[config.mk]
export PLATFORM = sky130hd
export DESIGN_NAME = wdog_twostage
export DESIGN_NICKNAME = d
export VERILOG_FILES = /design/src/rtl/wdog_pkg.sv /design/src/rtl/wdog_prescale.sv /design/src/rtl/wdog_countdown.sv /design/src/rtl/wdog_status.sv /design/src/rtl/wdog_regs.sv /design/src/rtl/wdog_twostage.sv
export SDC_FILE = /design/constraint.sdc
export NUM_CORES = 1
export LEC_CHECK = 0
export ABC_CLOCK_PERIOD_IN_PS = 4600
export BUFFER_PORTS_ARGS = -buffer_cell sky130_fd_sc_hd__buf_2
export CAP_MARGIN = 0
export CORE_UTILIZATION = 53
export CTS_BUF_LIST = sky130_fd_sc_hd__clkbuf_4 sky130_fd_sc_hd__clkbuf_8
export DETAILED_ROUTE_END_ITERATION = 6
export PLACE_DENSITY_LB_ADDON = 0.05
export SLEW_MARGIN = 20
export SYNTH_ARGS = -nofsm -noshare
export SYNTH_HDL_FRONTEND = slang
export SYNTH_SLANG_ARGS = --single-unit
[constraint.sdc]
create_clock -name clk -period 4.6 [get_ports clk]
set_clock_uncertainty 0.15 [all_clocks]
set_input_delay 0.23 -clock clk [delete_from_list [all_inputs] [get_ports clk]]
set_output_delay 0.23 -clock clk [all_outputs]
set_load 0.01 [all_outputs]
[src/rtl/wdog_pkg.sv]
package wdog_pkg;
  localparam int CNT_W  = 10;
  localparam int DATA_W = 16;
  localparam int ADDR_W = 5;

  typedef logic [ADDR_W-1:0] wd_addr_t;
  typedef logic [CNT_W-1:0]  wd_cnt_t;

  // register offsets (software visible decode)
  localparam wd_addr_t OFS_RELOAD = 5'h00;
  localparam wd_addr_t OFS_STS1   = 5'h04;
  localparam wd_addr_t OFS_STS2   = 5'h06;
  localparam wd_addr_t OFS_CTRL   = 5'h08;
  localparam wd_addr_t OFS_TMR    = 5'h12;

  // bit positions
  localparam int B_FIRST  = 3;
  localparam int B_SECOND = 1;
  localparam int B_BOOT   = 2;
  localparam int B_HALT   = 11;
  localparam int B_NOREB  = 0;

  localparam wd_cnt_t INIT_MIN = 10'd4;

  typedef struct packed {
    logic first;
    logic second;
    logic boot;
  } wd_flags_t;

  function automatic logic init_legal(input wd_cnt_t v);
    return v >= INIT_MIN;
  endfunction

  // next count on a tick: wrap to the initial value at zero
  function automatic wd_cnt_t count_step(input wd_cnt_t cur, input wd_cnt_t init);
    return (cur == '0) ? init : cur - 1'b1;
  endfunction
endpackage

[src/rtl/wdog_prescale.sv]
module wdog_prescale #(
  parameter int TICK_CYCLES = 60_000_000
) (
  input  logic clk,
  input  logic rst_n,
  input  logic run,
  input  logic restart,
  output logic tick
);
  localparam int PW = (TICK_CYCLES > 1) ? $clog2(TICK_CYCLES) : 1;
  localparam logic [PW-1:0] LAST = PW'(TICK_CYCLES - 1);

  logic [PW-1:0] pre_q;

  always_ff @(posedge clk) begin
    if (!rst_n)                               pre_q <= '0;
    else if (!run || restart || pre_q == LAST) pre_q <= '0;
    else                                      pre_q <= pre_q + 1'b1;
  end

  assign tick = run && !restart && (pre_q == LAST);
endmodule

[src/rtl/wdog_countdown.sv]
module wdog_countdown
  import wdog_pkg::*;
#(
  parameter wd_cnt_t INIT_RST = 10'h032
) (
  input  logic    clk,
  input  logic    rst_n,
  input  logic    tick,
  input  logic    load,
  input  wd_cnt_t init_val,
  output wd_cnt_t count,
  output logic    expire
);
  wd_cnt_t count_q;

  always_ff @(posedge clk) begin
    if (!rst_n)    count_q <= INIT_RST;
    else if (load) count_q <= init_val;
    else if (tick) count_q <= count_step(count_q, init_val);
  end

  assign count  = count_q;
  assign expire = tick && !load && (count_q == '0);
endmodule

[src/rtl/wdog_status.sv]
module wdog_status
  import wdog_pkg::*;
(
  input  logic      clk,
  input  logic      rst_n,
  input  logic      expire,
  input  logic      noreb,
  input  logic      clr_first,
  input  logic      clr_second,
  input  logic      clr_boot,
  output wd_flags_t flags,
  output logic      second_hit,
  output logic      fire,
  output logic      reset_req
);
  wd_flags_t flags_q, flags_n;
  logic      req_q;

  assign second_hit = expire && flags_q.first;
  assign fire       = second_hit && !flags_q.second && !noreb;

  always_comb begin
    flags_n = flags_q;
    if (clr_first)                   flags_n.first  = 1'b0;
    if (expire && !flags_q.first)    flags_n.first  = 1'b1;
    if (clr_second)                  flags_n.second = 1'b0;
    if (second_hit)                  flags_n.second = 1'b1;
    if (clr_boot)                    flags_n.boot   = 1'b0;
    if (fire)                        flags_n.boot   = 1'b1;
  end

  always_ff @(posedge clk) begin
    if (!rst_n) begin
      flags_q <= '0;
      req_q   <= 1'b0;
    end else begin
      flags_q <= flags_n;
      req_q   <= fire;
    end
  end

  assign flags     = flags_q;
  assign reset_req = req_q;
endmodule

[src/rtl/wdog_regs.sv]
module wdog_regs
  import wdog_pkg::*;
#(
  parameter wd_cnt_t INIT_RST = 10'h032
) (
  input  logic              clk,
  input  logic              rst_n,
  input  logic              bus_wr,
  input  logic              bus_rd,
  input  wd_addr_t          bus_addr,
  input  logic [DATA_W-1:0] bus_wdata,
  input  wd_cnt_t           count,
  input  wd_flags_t         flags,
  output logic              halt,
  output logic              noreb,
  output wd_cnt_t           init_val,
  output logic              reload_wr,
  output logic              clr_first,
  output logic              clr_second,
  output logic              clr_boot,
  output logic [DATA_W-1:0] bus_rdata
);
  localparam logic [DATA_W-1:0] CTRL_RST =
    (DATA_W'(1) << B_HALT) | (DATA_W'(1) << B_NOREB);

  logic [DATA_W-1:0] ctrl_q;
  wd_cnt_t           init_q;
  logic [DATA_W-1:0] rdata_q, rd_mux;
  logic              wr_sts1, wr_sts2, wr_ctrl, wr_tmr;

  assign reload_wr  = bus_wr && (bus_addr == OFS_RELOAD);
  assign wr_sts1    = bus_wr && (bus_addr == OFS_STS1);
  assign wr_sts2    = bus_wr && (bus_addr == OFS_STS2);
  assign wr_ctrl    = bus_wr && (bus_addr == OFS_CTRL);
  assign wr_tmr     = bus_wr && (bus_addr == OFS_TMR);

  assign clr_first  = wr_sts1 && bus_wdata[B_FIRST];
  assign clr_second = wr_sts2 && bus_wdata[B_SECOND];
  assign clr_boot   = wr_sts2 && bus_wdata[B_BOOT];

  always_ff @(posedge clk) begin
    if (!rst_n) begin
      ctrl_q <= CTRL_RST;
      init_q <= INIT_RST;
    end else begin
      if (wr_ctrl) ctrl_q <= bus_wdata;
      if (wr_tmr && init_legal(bus_wdata[CNT_W-1:0])) init_q <= bus_wdata[CNT_W-1:0];
    end
  end

  always_comb begin
    rd_mux = '0;
    unique case (bus_addr)
      OFS_RELOAD: rd_mux[CNT_W-1:0] = count;
      OFS_STS1:   rd_mux[B_FIRST]   = flags.first;
      OFS_STS2: begin
        rd_mux[B_SECOND] = flags.second;
        rd_mux[B_BOOT]   = flags.boot;
      end
      OFS_CTRL:   rd_mux            = ctrl_q;
      OFS_TMR:    rd_mux[CNT_W-1:0] = init_q;
      default:    rd_mux            = '0;
    endcase
  end

  always_ff @(posedge clk) begin
    if (!rst_n)      rdata_q <= '0;
    else if (bus_rd) rdata_q <= rd_mux;
  end

  assign halt      = ctrl_q[B_HALT];
  assign noreb     = ctrl_q[B_NOREB];
  assign init_val  = init_q;
  assign bus_rdata = rdata_q;
endmodule

[src/rtl/wdog_twostage.sv]
module wdog_twostage
  import wdog_pkg::*;
#(
  parameter int      TICK_CYCLES = 60_000_000,
  parameter wd_cnt_t INIT_RST    = 10'h032
) (
  input  logic        clk,
  input  logic        rst_n,
  input  logic        bus_wr,
  input  logic        bus_rd,
  input  logic [4:0]  bus_addr,
  input  logic [15:0] bus_wdata,
  output logic [15:0] bus_rdata,
  output logic        reset_req
);
  // named internal events, also observed by the bound checker
  logic      tick, expire, second_hit, fire;
  logic      halt, noreb, reload_wr;
  logic      clr_first, clr_second, clr_boot;
  wd_cnt_t   count, init_val;
  wd_flags_t flags;
  logic      flag_first, flag_second;

  assign flag_first  = flags.first;
  assign flag_second = flags.second;

  wdog_regs #(.INIT_RST(INIT_RST)) u_regs (
    .clk(clk), .rst_n(rst_n), .bus_wr(bus_wr), .bus_rd(bus_rd),
    .bus_addr(bus_addr), .bus_wdata(bus_wdata), .count(count), .flags(flags),
    .halt(halt), .noreb(noreb), .init_val(init_val), .reload_wr(reload_wr),
    .clr_first(clr_first), .clr_second(clr_second), .clr_boot(clr_boot),
    .bus_rdata(bus_rdata)
  );

  wdog_prescale #(.TICK_CYCLES(TICK_CYCLES)) u_pre (
    .clk(clk), .rst_n(rst_n), .run(!halt), .restart(reload_wr), .tick(tick)
  );

  wdog_countdown #(.INIT_RST(INIT_RST)) u_cnt (
    .clk(clk), .rst_n(rst_n), .tick(tick), .load(reload_wr),
    .init_val(init_val), .count(count), .expire(expire)
  );

  wdog_status u_sts (
    .clk(clk), .rst_n(rst_n), .expire(expire), .noreb(noreb),
    .clr_first(clr_first), .clr_second(clr_second), .clr_boot(clr_boot),
    .flags(flags), .second_hit(second_hit), .fire(fire), .reset_req(reset_req)
  );
endmodule

==> results.sh, run 1 <==
export IMPL_routed_wl_um=9480
export IMPL_hold_viol=0
export IMPL_post_dp_hpwl_um=6480
export IMPL_firstDrtPassIters=7
export IMPL_leakage_nw=1.68
export IMPL_wl_met3_um=371
export IMPL_grt_usage_pct=25.6
export IMPL_setup_tns_ns=0
export IMPL_io_buffer_count=41
export IMPL_syn2layout_area_growth_pct=15.3
export IMPL_yosys_warnings=0
export IMPL_synthFlopType="dfxtp_1"
export IMPL_cp_start_kind="flop"
export IMPL_ctsLongestPathBuffers=2
export IMPL_synth_edf_count=0
export IMPL_detail_route_antenna_nets=0
export IMPL_overflow=0
export IMPL_clk_pin_slew_ns=0.08
export IMPL_critPathRequiredTime_ns=4.67
export IMPL_syn_avg_cell_area_um2=8.17
export IMPL_netlist_area_um2=3940
export IMPL_yosys_register_bits=82
export IMPL_cts_root_buf="clkbuf_8"
export IMPL_setup_violations=0
export IMPL_min_period_over_period_pct=54.2
export IMPL_timing_fmax_mhz=401
export IMPL_antenna_found_initial=0
export IMPL_grt_pass1_wl_um=15300
export IMPL_place_congestion=0.820
export IMPL_die_w_um=88.2
export IMPL_outcome="finished, final reports clean"
export IMPL_cts_sinks=82
export IMPL_grt_max_degree=36
export IMPL_grt_pass1_vias=3103
export IMPL_die_h_um=88.2
export IMPL_coreArea_um2=7210
export IMPL_synth_cell_types=51
export IMPL_min_period_ns=2.49
export IMPL_top_layer="met4"
export IMPL_ir_worst_vdd_mv=0.151
export IMPL_io_pins=42
export IMPL_slew_headroom_pct=38.1
export IMPL_worstSkewPairLatency_ns=0.35
export IMPL_routed_via_density=5.65
export IMPL_path_class="flop to flop"
export IMPL_drc=0
export IMPL_cap_viol_max_count=0
export IMPL_hp_class="input pin to flop"
export IMPL_antenna_cells=0
export IMPL_fin_nets=553
export IMPL_layout_common_cells="82 x dfxtp_1, 65 x nand2_1, 49 x nor2_1, 41 x buf_2, 33 x a21oi_1"
export IMPL_crit_fanout=9
export IMPL_cts_resized=0
export IMPL_drive_gt1_share_pct=13.8
export IMPL_dr_first_iter_drc_count=242
export IMPL_final_common_cell="dfxtp_1"
export IMPL_fp_dieArea_um2=7780
export IMPL_crit_arrival_ns=2.56
export IMPL_wl_met2_um=4810
export IMPL_instances_no_fill=629
export IMPL_finalMaxSlewViolations=0
export IMPL_wire_per_inst_um=15.1
export IMPL_rows=31
export IMPL_power_per_cell_area_nw_per_um2=297
export IMPL_cp_end_kind="flop"
export IMPL_synthArstFlopShare_pct=0
export IMPL_start_util_pct=54.6
export IMPL_wl_met1_um=4090
export IMPL_tightest_slew_ns=0.920
export IMPL_cts_tree="built"
export IMPL_dp_cells=597
export IMPL_cts_htree_levels=3
export IMPL_ys_seq_area_share_pct=41.7
export IMPL_num_vias=3553
export IMPL_synthCells=482
export IMPL_rsz0062_at_grt="no"
export IMPL_syn_nets=510
export IMPL_cts_made_buffers=9
-- per-stage QoR --
stage	hold WS, ns	total power, W	cell area (um2)	utilization (%)	setup slack (ns)
6_report	0.0697	0.00135	4540	62.9	2.11
5_1_grt	0.0828	0.00139	4540	62.9	1.84
4_1_cts	0.0504	0.00136	4540	62.9	2.12
3_5_place_dp	0.290	0.000780	4160	57.6	2.13
3_3_place_gp	0.279	0.000780	4160	57.6	2.15
2_1_floorplan	0.190	0.000756	3940	-	2.43
-- synthesized netlist by cell type (11+ instances only) --
cell / n / area share [%]
nand3_1: 24 / 3.1
nand4_1: 18 / 2.9
and2_1: 12 / 1.9
a21oi_1: 33 / 4.2
inv_1: 12 / 1.1
dfxtp_1: 82 / 42
nand2_1: 65 / 6.2
clkbuf_1: 18 / 1.7
o21ai_0: 13 / 1.7
nor2_1: 49 / 4.7
nor4_1: 11 / 1.7
xnor2_1: 13 / 2.9
mux2i_1: 11 / 2.8
-- registers in the layout, summed over array words and instances (netlist names) --
| register | flops |
|---|---|
| u_pre.pre_q | 26 |
| u_cnt.count | 10 |
| u_regs.init_val | 10 |
| u_sts.reset_req | 1 |
| u_regs.ctrl_q | 16 |
| u_sts.flags | 3 |
| u_regs.bus_rdata | 16 |
-- worst paths after layout --
check             slack (ns)            from              to  cells past startpoint
setup / recovery        2.11  u_cnt.count[5]  u_cnt.count[5]                      5
setup reg to reg        2.11  u_cnt.count[5]  u_cnt.count[5]                      5
hold / removal          0.07          bus_wr  u_sts.flags[2]                      2
hold reg to reg         0.29  u_pre.pre_q[0]  u_pre.pre_q[0]                      1
-- power by group --
part           internal [W]  switching [W]  total [W]
Combinational     0.0000271      0.0000342  0.0000612
Sequential         0.000711     0.00000196   0.000713
Clock              0.000314       0.000260   0.000574
-- cell type report --
cell class,count,area [um2]
well taps,99,124
repair buffers,60,388
fillers,638,2670
flip-flops and latches,82,1640
clock inverters,6,90.1
clock buffers,10,131
multi-input cells,359,2120
inverters,13,48.8
-- per-layer routing --
layer,vias up,global-route usage (%)
met5,-,0
met4,0,10.4
met1,1658,32.3
met2,84,42.9
li1,1791,-
met3,20,5.00
-- timing repair --
action	in CTS	in global routing
setup buffers	0	0
hold endpoints to repair	22	0
hold buffers	16	0
-- critical path: stages, from the launching register on --
cell and delay [ns]:
dfxtp_1 0.38, nor4_1 0.82, nand3_1 0.51, a21o_1 0.30, a21oi_1 0.11, o21ai_0 0.09
-- kinds of logic after synthesis --
logic type               synth area share, %
multiplexers                            4.23
AND/OR/NAND/NOR                         28.9
buffers and inverters                   4.54
AO/OA/AOI/OAI                           14.6
flip-flops                              41.7
XOR/XNOR                                5.12
adder cells (fa/ha/maj)                0.953
Note: power is estimated with default switching activity, not from simulation.
==> inputs of run 2 (changes only) <==
--- a/config.mk
+++ b/config.mk
@@ -5,7 +5,7 @@
 export SDC_FILE = /design/constraint.sdc
 export NUM_CORES = 1
 export LEC_CHECK = 0
-export ABC_CLOCK_PERIOD_IN_PS = 4600
+export ABC_CLOCK_PERIOD_IN_PS = 2100
 export BUFFER_PORTS_ARGS = -buffer_cell sky130_fd_sc_hd__buf_2
 export CAP_MARGIN = 0
 export CORE_UTILIZATION = 53
==> constraint.sdc (replaced) <==
create_clock -name clk -period 2.1 [get_ports clk]
set_clock_uncertainty 0.15 [all_clocks]
set_input_delay 0.105 -clock clk [delete_from_list [all_inputs] [get_ports clk]]
set_output_delay 0.105 -clock clk [all_outputs]
set_load 0.01 [all_outputs]
==> results.sh, run 2 (synthesis results as in run 1) <==
export IMPL_ir_worst_vdd_mv=0.498
export IMPL_rsz0062_at_grt="yes"
export IMPL_ctsLongestPathBuffers=2
export IMPL_rows=31
export IMPL_syn2layout_area_growth_pct=25.9
export IMPL_tightest_slew_ns=0.582
export IMPL_antenna_found_initial=0
export IMPL_p_int_w=0.00218
export IMPL_cap_viol_max_count=0
export IMPL_rr_endpoint="u_cnt.count[8]"
export IMPL_violations="negative setup slack"
export IMPL_power_per_cell_area_nw_per_um2=581
export IMPL_regMostFlops="u_pre.pre_q"
export IMPL_die_h_um=88.2
export IMPL_clk_pin_slew_ns=0.09
export IMPL_grt_usage_pct=27.5
export IMPL_final_core_utilization_pct=68.7
export IMPL_instances_no_fill=674
export IMPL_cp_end_kind="flop"
export IMPL_cp_start_kind="flop"
export IMPL_hp_class="input pin to flop"
export IMPL_wl_met3_um=422
export IMPL_place_congestion=0.849
export IMPL_io_buffer_count=41
export IMPL_grt_pass1_vias=3505
export IMPL_setup_worst_path_end="u_cnt.count[8]"
export IMPL_dp_cells=638
export IMPL_worstSkewPairLatency_ns=0.35
export IMPL_io_pins=42
export IMPL_top_layer="met4"
export IMPL_start_util_pct=54.6
export IMPL_fin_nets=598
export IMPL_leakage_nw=1.93
export IMPL_antenna_cells=0
export IMPL_fillers=643
export IMPL_wl_met1_um=4370
export IMPL_critPathRequiredTime_ns=2.20
export IMPL_power_frac_comb_pct=5.0
export IMPL_min_period_over_period_pct=102
export IMPL_wl_met2_um=5310
export IMPL_fin_ws_ns=-0.0495
export IMPL_crit_arrival_ns=2.25
export IMPL_cts_htree_levels=3
export IMPL_dr_first_iter_drc_count=156
export IMPL_detail_route_antenna_nets=0
export IMPL_firstDrtPassIters=4
export IMPL_hold_viol=0
export IMPL_crit_fanout=6
export IMPL_min_period_ns=2.15
export IMPL_layout_common_cells="80 x dfxtp_1, 65 x nand2_1, 48 x nor2_1, 43 x buf_4, 41 x buf_2"
export IMPL_num_vias=3770
export IMPL_cts_sinks=82
export IMPL_hold_start="bus_rd"
export IMPL_ff2ff_setup_slack_ns=-0.05
export IMPL_die_w_um=88.2
export IMPL_final_common_cell="dfxtp_1"
export IMPL_cts_tree="built"
export IMPL_coreArea_um2=7210
export IMPL_routed_via_density=5.59
export IMPL_cts_root_buf="clkbuf_8"
export IMPL_post_dp_hpwl_um=7170
export IMPL_power_w=0.00288
export IMPL_largest_reg_flops=26
export IMPL_finalMaxSlewViolations=0
export IMPL_r2r_start="u_pre.pre_q[8]"
export IMPL_setup_tns_ns=-0.218
export IMPL_grt_pass1_wl_um=16200
export IMPL_grt_max_degree=34
export IMPL_switching_share_pct=24.2
export IMPL_drive_gt1_share_pct=22.1
export IMPL_fp_dieArea_um2=7780
export IMPL_wire_per_inst_um=15.5
export IMPL_overflow=0
export IMPL_routed_wl_um=10400
export IMPL_drc=0
export IMPL_rr_worst_depth=7
export IMPL_sequentialPowerShare_pct=54.2
export IMPL_cts_made_buffers=9
export IMPL_outcome="complete, but fails checks"
export IMPL_cp_startpoint="u_pre.pre_q[8]"
export IMPL_p_sw_w=0.000696
export IMPL_clkPwrFrac_pct=40.7
export IMPL_path_class="flop to flop"
export IMPL_timing_fmax_mhz=465
export IMPL_slew_headroom_pct=61.1
export IMPL_setup_violations=8
[run 2: cell type report]
cell class              count  area [um2]  area share [%]
multi-input cells         359        2170            43.8
flip-flops and latches     82        1640            33.2
repair buffers            105         773            15.6
clock buffers               9         124            2.50
well taps                  99         124            2.50
clock inverters             7        75.1            1.51
inverters                  13        48.8           0.984
[run 2: worst min-delay path by stage]
stage                           endpoint  slack [ns]  cells after the start
floorplan                 u_sts.flags[2]        0.07                      1
detailed placement     u_regs.ctrl_q[11]        0.18                      3
CTS                 u_regs.bus_rdata[12]        0.04                      3
global route        u_regs.bus_rdata[10]        0.05                      3
global placement       u_regs.ctrl_q[11]        0.18                      3
finish              u_regs.bus_rdata[10]        0.06                      3
[run 2: stage by stage]
| step | worst slack, ns | cell area (um2) | hold slack, ns |
|---|---|---|---|
| final | -0.0495 | 4960 | 0.0572 |
| after global routing | -0.120 | 4960 | 0.0527 |
| after CTS | 0.00299 | 4870 | 0.0418 |
| after detailed placement | 0.0330 | 4490 | 0.182 |
| after global placement | 0.0657 | 4490 | 0.178 |
| after floorplan | -0.0376 | 3940 | 0.0652 |
[run 2: metal layers]
metal	GRT usage, %	vias up
met5	0	-
met4	12.8	0
met3	5.94	27
met2	48.7	98
met1	31.5	1764
li1	-	1881
[run 2: timing repair]
item | 4_1_cts | 5_1_grt
setup endpoints to repair | 0 | 17
endpoints found under the hold margin | 30 | 0
hold buffers | 18 | 0
buffers inserted | 0 | 1
gates resized for setup | 0 | 13
[run 2: power groups by stage]
stage	Combinational, W	Clock, W	Sequential (W)
6_report	0.000145	0.00117	0.00156
3_3_place_gp	0.000116	0	0.00160
5_1_grt	0.000157	0.00127	0.00156
2_1_floorplan	0.0000593	0	0.00160
4_1_cts	0.000143	0.00121	0.00156
3_5_place_dp	0.000117	0	0.00160
[run 2: critical path, stage by stage, from the launching register on]
cell	delay, ns
dfxtp_2	0.32
or4b_4	0.54
or2_4	0.26
nor4_4	0.21
buf_4	0.18
clkbuf_16	0.15
a31oi_1	0.07
o21a_1	0.17
